===== config.mk =====
export PLATFORM = sky130hd
export DESIGN_NAME = dest_addr_filter
export DESIGN_NICKNAME = d
export VERILOG_FILES = /design/src/rtl/dafilt_pkg.sv /design/src/rtl/dafilt_crc_step.sv /design/src/rtl/dafilt_addr_track.sv /design/src/rtl/dafilt_decide.sv /design/src/rtl/dest_addr_filter.sv
export SDC_FILE = /design/constraint.sdc
export NUM_CORES = 1
export LEC_CHECK = 0
export ABC_AREA = 1
export ABC_CLOCK_PERIOD_IN_PS = 2350
export BUFFER_PORTS_ARGS = -buffer_cell sky130_fd_sc_hd__buf_2
export CAP_MARGIN = 5
export CORE_MARGIN = 10
export CORE_UTILIZATION = 51
export CTS_CLUSTER_DIAMETER = 50
export DETAILED_ROUTE_END_ITERATION = 8
export HOLD_SLACK_MARGIN = 0.03
export PLACE_DENSITY = 0.85
export SYNTH_ARGS = -nofsm -noshare
export SYNTH_HDL_FRONTEND = slang
export SYNTH_SLANG_ARGS = --single-unit
export TNS_END_PERCENT = 5

===== constraint.sdc =====
create_clock -name clk -period 2.35 [get_ports clk]
set_clock_uncertainty 0.1 [all_clocks]
set_input_delay 0.1175 -clock clk [delete_from_list [all_inputs] [get_ports clk]]
set_output_delay 0.1175 -clock clk [all_outputs]
set_load 0.01 [all_outputs]

===== src/rtl/dafilt_pkg.sv =====
`timescale 1ns/1ps
package dafilt_pkg;
    typedef enum logic [1:0] {
        ST_IDLE   = 2'd0,
        ST_GATHER = 2'd1,
        ST_REPORT = 2'd2
    } filt_state_e;

    localparam int CFG_PROMISC_BIT = 4;
    localparam int CFG_MCAST_BIT   = 3;
    localparam int CFG_BCAST_BIT   = 2;
endpackage


===== src/rtl/dafilt_crc_step.sv =====
`timescale 1ns/1ps
// One full byte of the bit-serial address CRC, unrolled LSB first.
module dafilt_crc_step #(
    parameter int          CRC_W = 32,
    parameter logic [31:0] POLY  = 32'h04C11DB6
) (
    input  logic [CRC_W-1:0] crc_in,
    input  logic [7:0]       data_in,
    output logic [CRC_W-1:0] crc_out
);
    logic [CRC_W-1:0] stage [0:8];

    assign stage[0] = crc_in;

    for (genvar b = 0; b < 8; b++) begin : g_bit
        logic             fb;
        logic [CRC_W-1:0] shifted;
        assign fb      = stage[b][CRC_W-1] ^ data_in[b];
        assign shifted = {stage[b][CRC_W-2:0], 1'b0};
        assign stage[b+1] = fb ? ((shifted ^ POLY[CRC_W-1:0]) | {{(CRC_W-1){1'b0}}, 1'b1})
                               : shifted;
    end

    assign crc_out = stage[8];
endmodule


===== src/rtl/dafilt_addr_track.sv =====
`timescale 1ns/1ps
// Running per-byte classification flags for the destination address.
module dafilt_addr_track #(
    parameter int N_BYTES = 6,
    parameter int IDX_W   = 3
) (
    input  logic                 clk,
    input  logic                 rst_n,
    input  logic                 clear,
    input  logic                 load,
    input  logic [IDX_W-1:0]     byte_idx,
    input  logic [7:0]           byte_data,
    input  logic [8*N_BYTES-1:0] station_addr,
    output logic                 all_ones,
    output logic                 group_bit,
    output logic                 station_hit
);
    logic [7:0] expect_byte;

    always_comb begin
        expect_byte = station_addr[int'(byte_idx)*8 +: 8];
    end

    always_ff @(posedge clk or negedge rst_n) begin
        if (!rst_n) begin
            all_ones    <= 1'b1;
            group_bit   <= 1'b0;
            station_hit <= 1'b1;
        end else if (clear) begin
            all_ones    <= 1'b1;
            group_bit   <= 1'b0;
            station_hit <= 1'b1;
        end else if (load) begin
            all_ones    <= all_ones & (byte_data == 8'hFF);
            station_hit <= station_hit & (byte_data == expect_byte);
            if (byte_idx == '0) begin
                group_bit <= byte_data[0];
            end
        end
    end
endmodule


===== src/rtl/dafilt_decide.sv =====
`timescale 1ns/1ps
// Combinational accept decision in priority order.
module dafilt_decide #(
    parameter int HASH_W = 6
) (
    input  logic                 promisc_en,
    input  logic                 mcast_en,
    input  logic                 bcast_en,
    input  logic                 all_ones,
    input  logic                 group_bit,
    input  logic                 station_hit,
    input  logic [2**HASH_W-1:0] hash_table,
    input  logic [HASH_W-1:0]    hash_index,
    output logic                 keep
);
    always_comb begin
        if (promisc_en) begin
            keep = 1'b1;
        end else if (all_ones) begin
            keep = bcast_en;
        end else if (group_bit) begin
            keep = mcast_en & hash_table[hash_index];
        end else begin
            keep = station_hit;
        end
    end
endmodule


===== src/rtl/dest_addr_filter.sv =====
`timescale 1ns/1ps
module dest_addr_filter
    import dafilt_pkg::*;
#(
    parameter int          N_BYTES = 6,
    parameter int          CRC_W   = 32,
    parameter int          HASH_W  = 6,
    parameter logic [31:0] POLY    = 32'h04C11DB6
) (
    input  logic                 clk,
    input  logic                 rst_n,
    input  logic                 frame_start,
    input  logic                 byte_valid,
    input  logic [7:0]           byte_data,
    input  logic [7:0]           rx_cfg,
    input  logic [8*N_BYTES-1:0] station_addr,
    input  logic [2**HASH_W-1:0] hash_table,
    output logic                 result_valid,
    output logic                 accept,
    output logic [HASH_W-1:0]    hash_index
);
    localparam int               IDX_W    = (N_BYTES > 1) ? $clog2(N_BYTES) : 1;
    localparam logic [IDX_W-1:0] LAST_IDX = IDX_W'(N_BYTES - 1);

    filt_state_e      state_q, state_d;
    logic [IDX_W-1:0] cnt_q;
    logic [CRC_W-1:0] crc_q, crc_next;
    logic             take_byte;
    logic             all_ones, group_bit, station_hit, keep;
    logic             unused_cfg;

    assign unused_cfg = ^{rx_cfg[7:5], rx_cfg[1:0]};
    assign take_byte  = (state_q == ST_GATHER) && byte_valid && !frame_start;

    // Next-state logic
    always_comb begin
        state_d = state_q;
        unique case (state_q)
            ST_IDLE:   if (frame_start) state_d = ST_GATHER;
            ST_GATHER: begin
                if (frame_start)                          state_d = ST_GATHER;
                else if (byte_valid && cnt_q == LAST_IDX) state_d = ST_REPORT;
            end
            ST_REPORT: state_d = frame_start ? ST_GATHER : ST_IDLE;
            default:   state_d = ST_IDLE;
        endcase
    end

    // State register
    always_ff @(posedge clk or negedge rst_n) begin
        if (!rst_n) state_q <= ST_IDLE;
        else        state_q <= state_d;
    end

    // Byte counter and CRC accumulator
    always_ff @(posedge clk or negedge rst_n) begin
        if (!rst_n) begin
            cnt_q <= '0;
            crc_q <= '1;
        end else if (frame_start) begin
            cnt_q <= '0;
            crc_q <= '1;
        end else if (take_byte) begin
            cnt_q <= (cnt_q == LAST_IDX) ? '0 : cnt_q + 1'b1;
            crc_q <= crc_next;
        end
    end

    dafilt_crc_step #(.CRC_W(CRC_W), .POLY(POLY)) u_crc (
        .crc_in  (crc_q),
        .data_in (byte_data),
        .crc_out (crc_next)
    );

    dafilt_addr_track #(.N_BYTES(N_BYTES), .IDX_W(IDX_W)) u_track (
        .clk          (clk),
        .rst_n        (rst_n),
        .clear        (frame_start),
        .load         (take_byte),
        .byte_idx     (cnt_q),
        .byte_data    (byte_data),
        .station_addr (station_addr),
        .all_ones     (all_ones),
        .group_bit    (group_bit),
        .station_hit  (station_hit)
    );

    dafilt_decide #(.HASH_W(HASH_W)) u_decide (
        .promisc_en  (rx_cfg[CFG_PROMISC_BIT]),
        .mcast_en    (rx_cfg[CFG_MCAST_BIT]),
        .bcast_en    (rx_cfg[CFG_BCAST_BIT]),
        .all_ones    (all_ones),
        .group_bit   (group_bit),
        .station_hit (station_hit),
        .hash_table  (hash_table),
        .hash_index  (hash_index),
        .keep        (keep)
    );

    // Output logic
    always_comb begin
        hash_index   = crc_q[CRC_W-1 -: HASH_W];
        result_valid = (state_q == ST_REPORT);
        accept       = result_valid & keep;
    end
endmodule


* After elaboration in Yosys (flattened, before gate mapping)
Cells that the tools add are included.
Widths: inputs -> output; s select.
** Cells by class
- Equal/unequal tests :: 7
- Reduce and logical (&&, ||, !) cells :: 10
- Shift-type cells :: 1
- Add/sub/neg operators :: 1
- Muxes and demuxes :: 30
- Magnitude comparators :: 1
- Bitwise operators :: 20
** Operators with widths (number)
- $mux 27 :: 8
- $not 13->13 :: 8
- $mux 32 :: 2
- $shiftx 48x7->8 :: 1
- $mux 1 :: 12
- $mux 3 :: 3
- $eq 8x8->1 :: 1
- $eq 8x8->1 const B :: 1
- $xor 1x1->1 :: 8
- $lt 6x7->1 const B :: 1
- $bmux 1 s6 :: 1
- $mux 2 :: 3
- $pmux 2 s3 :: 1
- $and 1x1->1 :: 4
- $reduce_and 2->1 :: 2
- $reduce_bool 2->1 :: 2
- $add 3x1->3 const B :: 1
- $eq 3x3->1 const B :: 1
- $logic_and 1x1->1 :: 3
- $logic_not 3->1 :: 1
- $ne 3x2->1 const B :: 1
- $eq 2x1->1 const B :: 1
- $eq 2x2->1 const B :: 1
- $logic_not 2->1 :: 1
- other kinds (2) :: 2
** Word-level totals
- Word-level logic and storage cells :: 76
- Register bits :: 40
- Bits of input ports :: 132

* Logic depth before layout (Yosys ltp)
Gate-level depths: netlist of run 1.
- Depth after elaboration :: 18
- Gate-level depth with buffers :: 15
- Depth with buffers taken out :: 13

* Modules after synthesis
From an unflattened synthesis of run 1, not the netlist that was laid out.
** Second synthesis, totals
- Cells, all modules :: 803
- Area, all modules :: 4879.7 µm²
** Modules (own cells, without submodules)
- dest_addr_filter :: cells each 216, instances 1, area each 1846.8 µm²
- dafilt_crc_step :: cells each 249, instances 1, area each 1367.6 µm²
- dafilt_addr_track :: cells each 177, instances 1, area each 838.3 µm²
- dafilt_decide :: cells each 161, instances 1, area each 827.0 µm²

* Worst setup path after synthesis of run 1
OpenSTA, ideal clock, no wires.
- Path type :: register -> output
- Start point :: register crc_q[26]
- End point :: output accept
- Arrival :: 1.758 ns
- Setup slack :: 0.374 ns
- Stages on the path, launching flop included :: 15
- Path buffers :: 2
- Data required time :: 2.132 ns
- Cells stage by stage :: dfstp_2 buf_2 clkbuf_1 nand2_1 nand3_1 nand3_1 nand2_1 nand2_1 nand3_1 nand3_1 nand2_1 nand2_1 nand2_1 nand2_1 a21oi_1
** Between the ends
- Cells in the longest elaborated chain, start to end :: 7
** RTL lines
- from (decl) :: RTL line dest_addr_filter.sv:27 : logic [CRC_W-1:0] crc_q, crc_next;
- from (signal assigned) :: RTL line dest_addr_filter.sv:65 : crc_q <= crc_next;
- $bmux 1 s6 :: RTL line dafilt_decide.sv:22 : keep = mcast_en & hash_table[hash_index];
- $mux 1 (not written as such) :: RTL line dafilt_decide.sv:22
- $and 1x1->1 :: RTL line dafilt_decide.sv:22
- $mux 1 :: RTL line dafilt_decide.sv:21 : end else if (group_bit) begin
- $mux 1 :: RTL line dafilt_decide.sv:19 : end else if (all_ones) begin
- $mux 1 :: RTL line dafilt_decide.sv:17 : if (promisc_en) begin
- $and 1x1->1 :: RTL line dest_addr_filter.sv:104 : accept = result_valid & keep;
- to (decl) :: RTL line dest_addr_filter.sv:19 : output logic accept,
Every way passes these cells. The select of a mux whose other input is x is not followed.

* Worst setup path in the final report of run 1
Same ends and word-level chain as after synthesis.

==> results.sh, run 1 <==
export IMPL_status="finished with violations"
export IMPL_failed_checks="negative setup slack"
export IMPL_timing_fmax_ghz=0.424
export IMPL_grt_antenna_before_repair=0
export IMPL_syn2layout_area_growth_pct=23.1
export IMPL_grt_busiest_layer="met2"
export IMPL_relSlewSlack_pct=42.6
export IMPL_maxCapViolCount=0
export IMPL_start_util_pct=51.9
export IMPL_start_kind="flop"
export IMPL_num_vias=4126
export IMPL_grtUsageMet2_pct=35.6
export IMPL_wl_um=11600
export IMPL_period_needed_ns=2.36
export IMPL_die_x_um=105
export IMPL_coreArea_um2=7180
export IMPL_final_max_slew_violation_count=0
export IMPL_drive_above_1_share_pct=31.8
export IMPL_path_class="flop to primary output"
export IMPL_io_buffers=134
export IMPL_cp_data_required_time_ns=2.13
export IMPL_routedWlPerCell_um=15.2
export IMPL_vias_per_cell=5.39
export IMPL_finalCoreUtilization_pct=63.9
export IMPL_insertion_delay_ns=0.30
export IMPL_setup_ws_ns=-0.00852
export IMPL_die_h_um=105
export IMPL_drcViolationCount=0
export IMPL_ys_ff_latch=40
export IMPL_drt_iter0_markers=283
export IMPL_synth_nets=674
export IMPL_power_density_nw_per_um2=1170
export IMPL_hpwl_um=8960
export IMPL_n_fill_cell=623
export IMPL_async_reset_ff_share_pct=100
export IMPL_grt_total_usage_pct=19.8
export IMPL_timing_final_crit_share_pct=100
export IMPL_ios=140
export IMPL_cp_max_fo=16
export IMPL_die_area_um2=11100
export IMPL_rsz0062_at_grt="true"
export IMPL_grt_pass1_wl_um=18700
export IMPL_num_rows=31
export IMPL_routabilityCongestion=0.897
export IMPL_clock_path_buffers=2
export IMPL_tightest_slew_ns=0.860
export IMPL_tritoncts="built"
export IMPL_grt_max_degree=41
export IMPL_place_inst=754
export IMPL_cts_buffers=5
export IMPL_dp_worst_setup_slack_ns=0.184
export IMPL_design_area_um2=4580
export IMPL_synth_edff_count=0
export IMPL_post_cts_setup_buffers=0
export IMPL_final_common_cell="nand2_1"
export IMPL_cts_num_sinks=40
export IMPL_stdcell_count=765
export IMPL_nets=797
export IMPL_cts_max_level=2
export IMPL_cts_root_buffer="clkbuf_8"
export IMPL_arrival_ns=2.14
export IMPL_yosysSeqAreaShare_pct=28.0
export IMPL_endpoint_kind="primary output"
export IMPL_final_hold_viol_count=0
export IMPL_vdd_ir_drop_max_uv=732
export IMPL_synth_avg_cell_area_um2=6.87
export IMPL_final_cell_mix="nand2_1 (157), buf_2 (134), nand3_1 (70), inv_1 (50), xor2_1 (46)"
export IMPL_diodes=0
export IMPL_grt_overflow=0
export IMPL_hp_class="input pin to flop"
export IMPL_dpl_instance_area_um2=4420
export IMPL_path_clk_slew_ns=0.08
export IMPL_grt_pass1_vias=4040
export IMPL_syn_area_um2=3720
export IMPL_synth_distinct_cells=37
export IMPL_ys_flop_type="dfstp_2"
export IMPL_firstDrtPassIters=5
export IMPL_yosys_warnings=0
export IMPL_use_met3_pct=4.26
export IMPL_met1_usage_pct=23.1
export IMPL_p_leak_nw=2.25
export IMPL_finalSetupViolCount=1
export IMPL_synthCells=542
export IMPL_drtAntennaViolNets=0
-- through the flow --
| step | setup TNS (ns) | hold WS, ns | power, mW |
|---|---|---|---|
| 2_1_floorplan | 0 | -0.278 | 3.99 |
| 3_3_place_gp | 0 | 0.165 | 4.58 |
| 3_5_place_dp | 0 | 0.175 | 4.70 |
| 4_1_cts | -0.000680 | 0.0306 | 5.28 |
| 5_1_grt | -0.199 | 0.0322 | 5.84 |
| 6_report | -0.00852 | 0.0368 | 5.38 |
-- where the power goes --
part / total [mW] / switching, mW / internal, mW
Combinational: 3.50 / 2.07 / 1.43
Clock: 0.555 / 0.239 / 0.315
Sequential: 1.32 / 0.254 / 1.07
-- final cells by class --
class                   instances  area, µm²  area share, %
multi-input cells             417       2300           50.3
flip-flops and latches         40       1040           22.8
repair buffers                145        788           17.2
inverters                      56        215           4.69
well taps                      99        124           2.70
clock buffers                   6       72.6           1.58
clock inverters                 2       35.0          0.764
-- layer usage --
metal,up-vias,part of all wire (%)
li1,1974,-
met1,1960,40
met2,170,51
met3,22,7.1
met4,0,1.9
met5,-,0
-- worst max-delay path, cell delays in order, from the launching register on --
cell and delay [ns]:
dfstp_2 0.64, clkbuf_16 0.20, nand2_1 0.05, nand3_1 0.08, nand3_1 0.08, nand2_1 0.07, nand2_1 0.05, nand3_1 0.08
nand3_1 0.07, nand2_1 0.07, nand2_1 0.05, nand2_1 0.08, nand2_1 0.07, a21oi_1 0.11, buf_2 0.14
-- flip-flops by register name, indices dropped and copies added, names as in the netlist --
signal               cells
cnt_q                    3
crc_q                   32
state_q                  2
u_track.all_ones         1
u_track.group_bit        1
u_track.station_hit      1
-- final timing paths --
| kind | from | to | slack (ns) | cells after the start |
|---|---|---|---|---|
| worst max-delay path | crc_q[26] | accept | -0.009 | 14 |
| worst min-delay path | frame_start | crc_q[22] | 0.04 | 3 |
| worst max register to register | crc_q[30] | crc_q[12] | 0.14 | 11 |
| worst min register to register | state_q[1] | state_q[0] | 0.34 | 1 |
| max in group asynchronous | rst_n | cnt_q[0] | 1.18 | 2 |
| min in group asynchronous | rst_n | state_q[0] | 0.38 | 2 |
-- logic make-up after synthesis --
kind of cell | after synthesis | share of synthesized area, %
buffers and inverters | 85 | 10.4
XOR/XNOR | 72 | 18.9
AND/OR/NAND/NOR | 274 | 31.8
AO/OA/AOI/OAI | 71 | 10.8
flip-flops | 40 | 28.0
-- timing repair --
item,4_1_cts,5_1_grt
gates cloned,0,1
endpoints found under the setup margin,1,3
hold endpoints to repair,7,0
hold buffers,2,0
pin swaps,0,2
resized for setup,1,4
-- cell usage after synthesis (6+ instances only) --
library cell | n | area, µm²
a21oi_1 | 21 | 105
buf_2 | 11 | 55.1
buf_4 | 7 | 52.6
clkbuf_1 | 7 | 26.3
dfrtp_1 | 6 | 150
dfstp_2 | 34 | 893
inv_1 | 50 | 188
nand2_1 | 158 | 593
nand2_2 | 8 | 50.1
nand3_1 | 71 | 355
nor2_1 | 24 | 90.1
o21ai_0 | 18 | 90.1
o22ai_1 | 23 | 144
xnor2_1 | 19 | 166
xor2_1 | 46 | 403
Note: power is estimated with default switching activity, not from simulation.
==> inputs of run 2 (changes only) <==
--- a/config.mk
+++ b/config.mk
@@ -5,16 +5,15 @@
 export SDC_FILE = /design/constraint.sdc
 export NUM_CORES = 1
 export LEC_CHECK = 0
-export ABC_AREA = 1
 export ABC_CLOCK_PERIOD_IN_PS = 2350
 export BUFFER_PORTS_ARGS = -buffer_cell sky130_fd_sc_hd__buf_2
 export CAP_MARGIN = 5
 export CORE_MARGIN = 10
-export CORE_UTILIZATION = 51
+export CORE_UTILIZATION = 50
 export CTS_CLUSTER_DIAMETER = 50
 export DETAILED_ROUTE_END_ITERATION = 8
-export HOLD_SLACK_MARGIN = 0.03
-export PLACE_DENSITY = 0.85
+export HOLD_SLACK_MARGIN = 0.05
+export PLACE_DENSITY = 0.84
 export SYNTH_ARGS = -nofsm -noshare
 export SYNTH_HDL_FRONTEND = slang
 export SYNTH_SLANG_ARGS = --single-unit
==> run 2 against run 1 <==
Effect of this change: first-iteration DRC count fell by 36%; the run still ends with negative setup slack left; worst hold slack better by 0.095 ns; combinational power fell by 16%; synthesized cell count is 36% lower; clock-buffer cell count did not move; non-clock buffer count increased by 10; synthesized area fell by 0.67%; die area up 1.1%.
==> results.sh, run 2 <==
export IMPL_final_max_slew_violation_count=0
export IMPL_path_class="flop to primary output"
export IMPL_synthCells=348
export IMPL_die_x_um=106
export IMPL_rsz0062_at_grt="true"
export IMPL_num_vias=3309
export IMPL_hpwl_um=8530
export IMPL_ys_ff_latch=40
export IMPL_wl_um=10900
export IMPL_syn2layout_area_growth_pct=26.6
export IMPL_firstDrtPassIters=4
export IMPL_timing_fmax_ghz=0.365
export IMPL_synth_avg_cell_area_um2=10.6
export IMPL_finalCoreUtilization_pct=64.9
export IMPL_ys_flop_type="dfstp_2"
export IMPL_routedWlPerCell_um=18.9
export IMPL_start_util_pct=51.3
export IMPL_clock_path_buffers=2
export IMPL_ios=140
export IMPL_async_reset_ff_share_pct=100
export IMPL_failed_checks="negative setup slack"
export IMPL_grt_overflow=0
export IMPL_path_clk_slew_ns=0.09
export IMPL_vdd_ir_drop_max_uv=427
export IMPL_drtAntennaViolNets=0
export IMPL_cp_data_required_time_ns=2.13
export IMPL_nets=608
export IMPL_grt_pass1_wl_um=17200
export IMPL_hp_class="input pin to flop"
export IMPL_synthTopCellsByCount="xnor2_1 (46), nor2_1 (37), dfstp_2 (34)"
export IMPL_maxCapViolCount=0
export IMPL_period_needed_ns=2.74
export IMPL_design_area_um2=4680
export IMPL_diodes=0
export IMPL_reg_top3="crc_q x32, cnt_q x3, state_q x2"
export IMPL_yosysMostFrequentCell="xnor2_1"
export IMPL_io_buffers=134
export IMPL_largest_register="crc_q"
export IMPL_coreArea_um2=7210
export IMPL_final_hold_viol_count=0
export IMPL_routabilityCongestion=0.821
export IMPL_synth_edff_count=0
export IMPL_start_kind="flop"
export IMPL_place_inst=563
export IMPL_final_cell_mix="buf_2 (134), xnor2_1 (44), nor2_1 (37), dfstp_2 (32), a211o_1 (30)"
export IMPL_drive_above_1_share_pct=50.3
export IMPL_relSlewSlack_pct=40.7
export IMPL_tritoncts="built"
export IMPL_syn_area_um2=3700
export IMPL_dp_worst_setup_slack_ns=-0.0411
export IMPL_endpoint_kind="primary output"
export IMPL_drt_iter0_markers=181
export IMPL_die_area_um2=11200
export IMPL_final_common_cell="buf_2"
export IMPL_dpl_instance_area_um2=4440
export IMPL_min_delay_start="byte_data[0]"
export IMPL_grt_max_degree=65
export IMPL_num_rows=31
export IMPL_grt_pass1_vias=3515
export IMPL_power_density_nw_per_um2=995
export IMPL_cp_max_fo=5
export IMPL_fin_tns_setup_ns=-0.393
export IMPL_cts_root_buffer="clkbuf_8"
export IMPL_status="finished with violations"
export IMPL_insertion_delay_ns=0.31
export IMPL_cts_num_sinks=40
export IMPL_r2r_start="crc_q[29]"
export IMPL_largest_register_ffs=32
export IMPL_critPathLaunch="crc_q[26]"
export IMPL_setup_ws_ns=-0.393
export IMPL_tightest_slew_ns=0.890
export IMPL_vias_per_cell=5.74
export IMPL_synth_top_area_cell="dfstp_2"
export IMPL_die_h_um=106
export IMPL_grt_antenna_before_repair=0
export IMPL_synth_distinct_cells=51
export IMPL_finalSetupViolCount=1
export IMPL_timing_final_crit_share_pct=117
export IMPL_grt_total_usage_pct=18.4
export IMPL_cts_buffers=5
export IMPL_yosysSeqAreaShare_pct=28.2
export IMPL_yosys_warnings=0
export IMPL_synth_nets=480
export IMPL_p_leak_nw=2.01
export IMPL_synth_top_area_share_pct=24.1
export IMPL_netlist_top_cells_area="dfstp_2 (24%), mux4_2 (13%), xnor2_1 (11%)"
export IMPL_drcViolationCount=0
export IMPL_stdcell_count=576
export IMPL_arrival_ns=2.53
export IMPL_cts_max_level=2
[run 2: changes by cell type after synthesis, moves of 21 or more]
cell     previous run  this run
nand2_1           158        11
nand3_1            71         5
inv_1              50         3
a211o_1             0        30
xor2_1             46        17
xnor2_1            19        46
o22ai_1            23         1
mux4_2              0        21
[run 2: timing repair]
| item | CTS | global route |
|---|---|---|
| hold endpoints to repair | 7 | 0 |
| endpoints found under the setup margin | 4 | 8 |
| pin swaps | 1 | 2 |
| resized for setup | 3 | 13 |
| hold buffers | 2 | 0 |
| setup buffers | 3 | 0 |
[run 2: kinds of logic (layout without fill, tap and decap cells)]
group / count (synthesis) / count (layout) / synth area share (%)
buf+inv: 37 / 166 / 4.90
mux: 43 / 43 / 19.2
xor+xnor: 77 / 77 / 22.9
simple gates: 81 / 81 / 10.4
compound gates: 70 / 70 / 14.3
flops: 40 / 40 / 28.2
[run 2: cell type report]
cell class,count,area [µm²]
fill,583,2530
inverter,3,11.3
clock buffer,6,82.6
clock inverter,2,13.8
tap,99,124
multi-input combinational,271,2530
timing repair buffer,155,866
sequential,40,1050
[run 2: metrics by stage]
stage	hold slack (ns)	total power, mW
after floorplan	-0.278	3.42
after global placement	0.185	3.87
after detailed placement	0.192	3.99
after CTS	0.127	4.57
after global routing	0.185	4.97
final	0.132	4.66
[run 2: worst paths after layout]
| check | to | slack (ns) | cells after the start |
|---|---|---|---|
| worst min register to register | crc_q[14] | 0.40 | 2 |
| worst max-delay path | accept | -0.39 | 8 |
| worst min-delay path | u_track.group_bit | 0.13 | 3 |
| min in group asynchronous | state_q[0] | 0.38 | 2 |
| worst max register to register | crc_q[5] | 0.09 | 7 |
| max in group asynchronous | cnt_q[0] | 1.18 | 2 |
[run 2: where the power goes]
| group | switching (mW) | total [mW] | internal, mW |
|---|---|---|---|
| logic | 1.39 | 2.95 | 1.56 |
| registers | 0.193 | 1.19 | 0.998 |
| clock network | 0.271 | 0.512 | 0.240 |
[run 2: critical path, cell delays in order, from the launching register on]
cell	delay (ns)
dfstp_4	0.66
buf_6	0.13
buf_4	0.14
mux4_2	0.50
mux2i_1	0.19
a21oi_1	0.12
o211ai_1	0.20
nand3_1	0.10
buf_2	0.16
[run 2: metal layers]
layer  global-route usage, %  wire length (µm)  share of wire (%)  up-vias
met5                       0                 0                  0        -
met2                    32.6              5750                 53      140
met3                    4.95               696                6.4       28
met4                    5.51               274                2.5        0
met1                    21.2              4190                 38     1624
li1                        -                 -                  -     1517
